### src/rtl/lpm_seq.sv
module lpm_seq #(
  parameter int CSRC_W = 2,
  parameter int DIV_W  = 4
) (
  input  logic              clk,
  input  logic              rst_n,
  input  logic              cpu_pwr_en,
  input  logic              lp_lock,
  input  logic              wake_i,
  input  logic              wr_en,
  input  logic [1:0]        wr_mode,
  input  logic              wr_pdn,
  input  logic [CSRC_W-1:0] wr_csrc,
  input  logic              wr_flo,
  input  logic [DIV_W-1:0]  div_hi,
  input  logic [DIV_W-1:0]  div_lo,
  output logic [2:0]        mode_o,
  output logic              freq_lo_o,
  output logic [1:0]        lpm_fld_o,
  output logic              pdn_fld_o,
  output logic [CSRC_W-1:0] csrc_o,
  output logic [DIV_W-1:0]  div_o
);

  localparam logic [2:0] M_NORM = 3'd0;
  localparam logic [2:0] M_DOZE = 3'd1;
  localparam logic [2:0] M_PDN  = 3'd4;

  logic [2:0]        st_q;
  logic              flo_q;
  logic [1:0]        fld_q;
  logic              pdn_q;
  logic [CSRC_W-1:0] csrc_q;

  wire lp_ok   = cpu_pwr_en & ~lp_lock;
  wire in_norm = (st_q == M_NORM);
  wire in_doze = (st_q == M_DOZE);
  wire wr_ok   = wr_en & ~wake_i;
  wire mode_wr = wr_ok & in_norm & lp_ok;
  wire [2:0] target = wr_pdn ? M_PDN : {1'b0, wr_mode};

  always_ff @(posedge clk or negedge rst_n) begin
    if (!rst_n) begin
      st_q   <= M_NORM;
      flo_q  <= 1'b0;
      fld_q  <= 2'b00;
      pdn_q  <= 1'b0;
      csrc_q <= '0;
    end else if (wake_i) begin
      st_q  <= M_NORM;
      flo_q <= 1'b0;
      fld_q <= 2'b00;
      pdn_q <= 1'b0;
    end else begin
      if (wr_ok && (in_norm || in_doze)) flo_q <= wr_flo;
      if (wr_ok && in_norm) csrc_q <= wr_csrc;
      if (mode_wr) begin
        fld_q <= wr_mode;
        pdn_q <= wr_pdn;
        st_q  <= target;
      end
    end
  end

  assign mode_o    = st_q;
  assign freq_lo_o = flo_q;
  assign lpm_fld_o = fld_q;
  assign pdn_fld_o = pdn_q;
  assign csrc_o    = csrc_q;
  assign div_o     = flo_q ? div_lo : div_hi;

  assert_legal_mode_R2: assert property (@(posedge clk) disable iff (!rst_n)
    mode_o <= M_PDN);

  assert_exit_normal_high_R8: assert property (@(posedge clk) disable iff (!rst_n)
    wake_i |=> (mode_o == M_NORM && !freq_lo_o && lpm_fld_o == 2'b00 && !pdn_fld_o));

  assert_exit_keeps_csrc_R8: assert property (@(posedge clk) disable iff (!rst_n)
    wake_i |=> $stable(csrc_o));

  assert_locked_no_entry_R4: assert property (@(posedge clk) disable iff (!rst_n)
    (!wake_i && !(cpu_pwr_en && !lp_lock)) |=> ($stable(mode_o) && $stable(lpm_fld_o)));

  assert_only_from_normal_R5: assert property (@(posedge clk) disable iff (!rst_n)
    (mode_o != M_NORM && !wake_i) |=> $stable(mode_o));

  assert_doze_frozen_R6: assert property (@(posedge clk) disable iff (!rst_n)
    (mode_o == M_DOZE && !wake_i) |=> ($stable(csrc_o) && $stable(lpm_fld_o) && $stable(pdn_fld_o)));

  assert_deep_frozen_R7: assert property (@(posedge clk) disable iff (!rst_n)
    (mode_o >= 3'd2 && !wake_i) |=> ($stable(freq_lo_o) && $stable(csrc_o)));

  assert_entry_R3: assert property (@(posedge clk) disable iff (!rst_n)
    (mode_o == M_NORM && wr_en && !wake_i && cpu_pwr_en && !lp_lock && !wr_pdn) |=> (mode_o == {1'b0, $past(wr_mode)}));

  always_comb begin
    assert_div_sel_R9: assert (div_o == (freq_lo_o ? div_lo : div_hi));
  end

endmodule

### config.mk
export PLATFORM = sky130hd
export DESIGN_NAME = lpm_seq
export DESIGN_NICKNAME = d
export VERILOG_FILES = /design/src/rtl/lpm_seq.sv
export SDC_FILE = /design/constraint.sdc
export NUM_CORES = 1
export LEC_CHECK = 0
export BUFFER_PORTS_ARGS = -buffer_cell sky130_fd_sc_hd__buf_2
export CORE_UTILIZATION = 29
export DETAILED_ROUTE_END_ITERATION = 16
export SKIP_LAST_GASP = 1
export SYNTH_ARGS = -nofsm -noshare
export SYNTH_HDL_FRONTEND = slang
export SYNTH_SLANG_ARGS = --single-unit
### constraint.sdc
create_clock -name clk -period 1.61 [get_ports clk]
set_input_delay 0.0805 -clock clk [delete_from_list [all_inputs] [get_ports clk]]
set_output_delay 0.0805 -clock clk [all_outputs]
set_load 0.005 [all_outputs]
# After elaboration in Yosys (flattened, before gate mapping)
# Index checks and enable logic that the tools add are counted.
# totals
register_bits	9
input_bits	20
output_inout_bits	13
# op_classes
n_eq_ne	1
mux	10
bitwise_logic	6
n_reduce_logical	7
# op_table
cell	count
two-way mux 3 bit	3
bitwise AND 1 bit	4
two-way mux 1 bit	4
two-way mux 2 bit	2
two-way mux 4 bit	1
nonzero test 2 bit	2
== test 3 x 1 -> 1 bit (second input constant)	1
logical NOT 3 bit	1
logical AND 1 bit	2
inverter 1 bit	2
AND reduction 2 bit	1
logical OR 1 bit	1

# Logic depth before layout (Yosys ltp)
# Gate-level depths: netlist of run 1.
# logic_depth
ltp_word	6
ltp_mapped	3

# Least setup slack after synthesis of run 1
# No wires, ideal clock.
# synth_path
kind	register to register
from	register st_q[2] (netlist: mode_o[2])
to	register csrc_q[0] (netlist: csrc_o[0])
t_arrival_ps	1138
path_slack_ps	345
path_stages_with_launch	4
path_buffers	0
period_less_slack_ps	1265
path_cell_list	dfrtp_1 -> nor3b_4 -> nand3_2 -> mux2_1
# synth_via
elab_chain_len	3
# synth_lines
item	line	rtl
start, declared	29	logic [2:0] st_q;
start signal, assigned	60	st_q <= target;
logical NOT 3 bit	36	wire in_norm = (st_q == M_NORM);
logical AND 1 bit	56	if (wr_ok && in_norm) csrc_q <= wr_csrc;
AND reduction 2 bit (no line)	-	
end signal, assigned	56	
end, declared	33	logic [CSRC_W-1:0] csrc_q;
# Every way passes these cells.
# A chain may end at the register's enable or synchronous reset.

# Worst setup path in the final report of run 1
# Same ends and word-level chain as after synthesis.

==> out/metrics.yaml, run 1 <==
grt_max_degree: 9
clockRootBuffer: "clkbuf_4"
clock_sinks: 8
p_int_uw: 360
cp_cell_sequence: "nor3b_4, nand3_2, mux2_1"
num_rows: 13
syn_area_um2: 445
fp.coreArea_um2: 1370
timing.slew.headroom_pct: 80.9
irDropWorstVdd_uv: 278
timing.rr.start: "mode_o[2]"
start_kind: "register"
crit_required_ns: 1.74
syn_to_final_growth_pct: 45.8
final_common_cell: "buf_2"
fin_worst_skew_ns: 0.00445
ys_types: 20
cts_tree: "done"
post_drt_via_cell_ratio: 4.94
cp_max_fo: 5
ys_ff_latch: 8
p_comb_share_pct: 20.9
status: "finished clean"
grt.total_usage_pct: 15.3
final-hold-violation-count: 0
grt_pass1_vias: 367
grt_remaining_overflow: 0
io_pins: 33
slowest_delay_ns: 0.43
drive_gt1_share_pct: 64.3
seqPwrFrac_pct: 47.1
cap_violations: 0
syn_inst: 35
detail_route.wl_per_cell_um: 11.8
max_freq_mhz: 754
power.density_nw_per_um2: 737
drt_iter0_markers: 1
first_pass_iters: 2
crit_path_start: "mode_o[2]"
critPathKind: "register to register"
final-max-slew-violation-count: 0
grt_pass1_wl_um: 1560
diodes: 0
swShare_pct: 24.8
fin_crit_ns: 1.33
p_leak_uw: 0.000348
multiInputGateArea_um2: 226
yosysSeqAreaShare_pct: 44.9
seqCellArea_um2: 200
post-cts-setup-buffers: 0
min_path_type: "input port to register"
vias: 420
holdCritStartpoint: "wr_csrc[1]"
syn-num-nets: 55
hpwl_um: 800
post-route-period-util_pct: 82.4
ys_warn_count: 0
clk_latency_ns: 0.25
htreeDepth: 1
final-setup-viol-count: 0
drt-total-wl_um: 999
slowest_stage: "dfrtp_1"
end_kind: "register"
fp.dieW_um: 41.2
rsz0062_at_grt: "no"
setup_tns_ns: 0
fillers: 144
syn_area_per_cell_um2: 12.7
ant_nets: 0
die_h_um: 41.2
power.switching_uw: 119
antenna_found_initial: 0
tightest_slew_ns: 0.286
cts_buffer_depth: 2
drc: 0
crit_arrival_ns: 1.46
io_buffers: 32
fin_nets: 92
post_dp_cell_area_um2: 617
final_cell_mix: "buf_2 (32), dfrtp_1 (8), mux2_2 (4)"
clk_pin_slew_ns: 0.06
pwr-share-clk_pct: 32.0
fin_area_um2: 649
die_area_um2: 1700
floorplan.initialDensity_pct: 32.6
power.total_uw: 478
cts_buffers: 3
place.gp.congestion: 0.670
ff2ff_setup_slack_ns: 0.28
per-stage QoR:
stage	utilization [%]	hold slack [ns]	cells	setup slack (ns)
after floorplan	-	-0.215	35	0.345
after global placement	45.1	-0.0643	81	0.311
after detailed placement	45.1	-0.0585	81	0.282
after CTS	47.5	0.0307	85	0.280
after global routing	47.5	0.0388	85	0.200
final	47.5	0.0428	85	0.283
cell families (layout without fill, tap and decap cells):
logic type      after synthesis  count (layout)  share of synthesized area (%)
mux                           7               7                           17.4
buf+inv                       4              39                           4.21
flops                         8               8                           44.9
simple gates                 10              10                           21.4
compound gates                6               6                           12.1
layer usage:
layer  global-route usage, %  part of all wire [%]  up-vias
met1                    18.2                    47      189
met5                       0                     0        -
met3                    6.52                    12        2
li1                        -                     -      203
met2                    22.3                    41       26
met4                    9.68                  0.60        0
repair_timing:
item | CTS | global route
gates resized for setup | 0 | 0
hold buffers | 1 | 0
endpoints found under the hold margin | 8 | 0
cells in the mapped netlist:
library cell / instances / area (µm²)
dfrtp_1: 8 / 200
mux2_2: 4 / 45.0
inv_1: 3 / 11.3
mux2_1: 2 / 22.5
nand2b_1: 2 / 12.5
nor2_1: 2 / 7.51
a31o_1: 1 / 8.76
a31oi_1: 1 / 6.26
and3_2: 1 / 7.51
buf_4: 1 / 7.51
mux2i_1: 1 / 10.0
nand2_2: 1 / 6.26
nand3_2: 1 / 10.0
nor3b_4: 1 / 18.8
nor4b_4: 1 / 23.8
o21ai_1: 1 / 5.00
o2bb2ai_1: 1 / 8.76
o311ai_1: 1 / 8.76
o32ai_2: 1 / 16.3
or3b_1: 1 / 8.76
sequential cells by signal, summed over array words and instances, names as in the netlist:
| name | cells |
|---|---|
| freq_lo_o | 1 |
| mode_o | 3 |
| csrc_o | 2 |
| lpm_fld_o | 2 |
worst max-delay path, delay by kind of cell, from the launching register on:
| family | cells | cell delay, ns |
|---|---|---|
| muxes | 1 | 0.32 |
| DFF | 1 | 0.43 |
| and+or+nand+nor | 2 | 0.46 |
path summary, 6_finish.rpt:
check	to	cells after the start
min in group asynchronous	freq_lo_o	2
min	csrc_o[1]	2
min reg2reg	csrc_o[1]	1
max in group asynchronous	lpm_fld_o[0]	2
max	csrc_o[0]	3
max reg2reg	csrc_o[0]	3
power groups by stage:
stage	Clock, µW	Sequential [µW]	Combinational [µW]
after floorplan	0	230	42.0
after global placement	0	230	98.6
after detailed placement	0	229	99.6
after CTS	165	226	102
after global routing	175	228	111
final	153	225	99.8
cell type report:
type / count / area share, %
timing repair buffer: 33 / 26.2
inverter: 3 / 1.73
clock buffer: 3 / 3.47
multi-input combinational: 23 / 34.9
sequential: 8 / 30.8
tap: 15 / 2.89
(Power assumes the default switching activity.)
==> run 2: changes to the inputs <==
--- a/config.mk
+++ b/config.mk
@@ -5,7 +5,9 @@
 export SDC_FILE = /design/constraint.sdc
 export NUM_CORES = 1
 export LEC_CHECK = 0
+export ABC_AREA = 1
 export BUFFER_PORTS_ARGS = -buffer_cell sky130_fd_sc_hd__buf_2
+export CORE_ASPECT_RATIO = 0.75
 export CORE_UTILIZATION = 29
 export DETAILED_ROUTE_END_ITERATION = 16
 export SKIP_LAST_GASP = 1
==> constraint.sdc (replaced) <==
create_clock -name clk -period 1.3 [get_ports clk]
set_input_delay 0.065 -clock clk [delete_from_list [all_inputs] [get_ports clk]]
set_output_delay 0.065 -clock clk [all_outputs]
set_load 0.005 [all_outputs]
==> run 2 against run 1 <==
  * Sequential share of layout area is 3.1 points lower
  * Final cell count is 31% higher
  * Utilization is 1.1 points lower
  * Combinational power is 40% higher
  * Die area is 15% higher
  * Global-route usage is 2.5 points lower
  * Non-clock buffer count stayed put
  * Routed wire length is 5.8% higher
  * Cell area is 12% higher
  * Sequential cell count stayed put
  * Hold slack worse by 0.033 ns
  * Critical path depth is 1 lower
  * Highest routed layer is now met3
==> out/metrics.yaml, run 2 <==
drive_gt1_share_pct: 55.6  # -8.7 points
grt_max_degree: 10  # +1
final_common_cell: "buf_2"
r2r-end: "lpm_fld_o[0]"
holdPathStages: 3  # +1
fp.coreArea_um2: 1560  # +14%
clockRootBuffer: "clkbuf_4"
fin_crit_ns: 1.21
fin_nets: 112  # +22%
regMostFlops: "mode_o"
crit_required_ns: 1.24  # -0.50 ns
vias: 483  # +15%
p_comb_share_pct: 22.9  # +2.0 points
io_buffers: 32  # unchanged
swShare_pct: 28.0  # +3.1 points
ys_ff_latch: 8  # unchanged
tightest_slew_ns: 0.197  # -0.0892 ns
ys_async_sr_fraction_pct: 100  # unchanged
irDropWorstVdd_uv: 419  # +51%
seqCellArea_um2: 201  # +0.62%
yosysMostFrequentCell: "nand2_1"
io_pins: 33  # unchanged
antenna_found_initial: 0  # unchanged
clk_pin_slew_ns: 0.06  # about the same
place.gp.congestion: 0.803  # +20%
clk_latency_ns: 0.25  # about the same
grt_remaining_overflow: 0  # unchanged
min_path_type: "input port to register"
p_int_uw: 440  # +22%
synth_area_leaders: "dfrtp_1 (39%), nand2_1 (8.8%), nor2_8 (7.8%)"
status: "finished clean"
utilization_pct: 46.5  # -1.1 points
timing.rr.start: "mode_o[1]"
holdWs_ns: 0.00998  # -0.0329 ns
fillers: 168  # +17%
end_kind: "output pin"
post_dp_cell_area_um2: 692  # +12%
htreeDepth: 1  # unchanged
start_kind: "register"
post-cts-setup-buffers: 0  # unchanged
multiInputGateArea_um2: 263  # +16%
yosys.area.top_type: "dfrtp_1"
cts_buffer_depth: 2  # unchanged
syn_to_final_growth_pct: 41.5
post-route-period-util_pct: 93.2
synth_commonest_cells: "nand2_1 (12), dfrtp_1 (8), inv_1 (6), nand3_1 (6), mux2_1 (3)"
post_drt_via_cell_ratio: 4.35  # -12%
grt.total_usage_pct: 12.8  # -2.5 points
yosysSeqAreaShare_pct: 39.0  # -5.9 points
num_rows: 12  # -1
drt_iter0_markers: 4  # +3
floorplan.initialDensity_pct: 32.9  # +0.25 points
fin_area_um2: 726  # +12%
setup_tns_ns: 0  # unchanged
seqPwrFrac_pct: 45.2  # -1.9 points
final-setup-viol-count: 0  # unchanged
ant_nets: 0  # unchanged
crit_arrival_ns: 1.15  # -0.31 ns
ff2ff_setup_slack_ns: 0.23  # -0.05 ns
max_freq_mhz: 825
syn-num-nets: 75  # +36%
pwr-share-clk_pct: 31.9  # about the same
largest_register_ffs: 3  # unchanged
cp_max_fo: 6  # +1
fin_worst_skew_ns: 0.00397  # -0.000479 ns
timing.slew.headroom_pct: 86.9  # +6.0 points
grt_pass1_wl_um: 1740  # +11%
ys_warn_count: 0  # unchanged
cap_violations: 0  # unchanged
holdCritStartpoint: "wr_csrc[0]"
power.density_nw_per_um2: 842  # +14%
hpwl_um: 900  # +12%
synth-main-ff-cell: "dfrtp_1"
detail_route.wl_per_cell_um: 9.52  # -19%
final-hold-violation-count: 0  # unchanged
die_h_um: 38.4  # -6.7%
cts_buffers: 3  # unchanged
grt_pass1_vias: 427  # +16%
die_area_um2: 1940  # +15%
syn_area_per_cell_um2: 9.33  # -27%
syn_area_um2: 513  # +15%
ys_types: 19  # -5.0%
final-max-slew-violation-count: 0  # unchanged
p_leak_uw: 0.000412  # +19%
clock_sinks: 8  # unchanged
drc: 0  # unchanged
synth-edff-count: 0  # unchanged
first_pass_iters: 2  # unchanged
yosysTopAreaCellShare_pct: 39.0  # -5.9 points
fp.dieW_um: 50.6  # +23%
final_cell_mix: "buf_2 (32), nand2_1 (12), dfrtp_1 (7)"
hold_end: "csrc_o[0]"
ff2ff_path_depth: 6  # +3
diodes: 0  # unchanged
power.switching_uw: 171  # +44%
syn_inst: 55  # +57%
critPathKind: "register to output pin"
drt-total-wl_um: 1060  # +5.8%
power.total_uw: 611  # +28%
rsz0062_at_grt: "no"
cts_tree: "done"
run 2: changes by cell type after synthesis, sizes merged, moves of 2 or more:
cell / change
nand3: +7
nand2: +13
nand4: +2
inv: +7
nor2: +3
mux2: -2
o21ai: +2
nand2b: -2
run 2: power by group through the flow:
stage	registers [µW]	logic, µW	clock network [µW]
4_1_cts	276	143	206
6_report	276	140	195
3_3_place_gp	280	139	0
5_1_grt	278	157	217
2_1_floorplan	281	70.2	0
3_5_place_dp	281	140	0
run 2: logic make-up after synthesis:
logic type / synth area share (%)
AO/OA/AOI/OAI: 4.39
multiplexers: 8.78
flip-flops: 39.0
buffers and inverters: 9.76
AND/OR/NAND/NOR: 38.1
run 2: how the worst max path moves through the flow:
stage | slack (ns) | from | to
2_1_floorplan | 0.32 | mode_o[1] | mode_o[1]
3_3_place_gp | 0.27 | mode_o[1] | mode_o[1]
3_5_place_dp | 0.24 | mode_o[1] | lpm_fld_o[0]
4_1_cts | 0.02 | freq_lo_o | div_o[0]
5_1_grt | 0.04 | freq_lo_o | div_o[1]
6_report | 0.09 | freq_lo_o | div_o[3]
run 2: final cells by class:
class / count / area share [%]
well taps: 21 / 3.62
inverters: 10 / 5.86
multi-input cells: 36 / 36.2
repair buffers: 33 / 23.4
clock buffers: 3 / 3.10
flip-flops and latches: 8 / 27.8
run 2: repair_timing:
| item | CTS | global route |
|---|---|---|
| hold buffers | 1 | 0 |
| gates resized for setup | 0 | 1 |
| endpoints found under the hold margin | 8 | 0 |
| endpoints found under the setup margin | 0 | 3 |
run 2: stage by stage:
stage | worst slack (ns) | instances
global route | 0.0406 | 111
detailed placement | 0.240 | 107
floorplan | 0.322 | 55
global placement | 0.274 | 107
CTS | 0.0237 | 111
finish | 0.0878 | 111
run 2: worst max-delay path, stage by stage (launching register included):
cell     delay [ns]
dfrtp_2        0.45
mux2_1         0.32
buf_2          0.13
run 2: per-layer routing:
| layer | vias to the layer above | routed length (µm) | GRT usage, % |
|---|---|---|---|
| li1 | 250 | - | - |
| met1 | 208 | 485 | 15.6 |
| met2 | 25 | 453 | 20.7 |
| met3 | 0 | 118 | 2.78 |
| met4 | 0 | 0 | 8.33 |
| met5 | - | 0 | 0 |
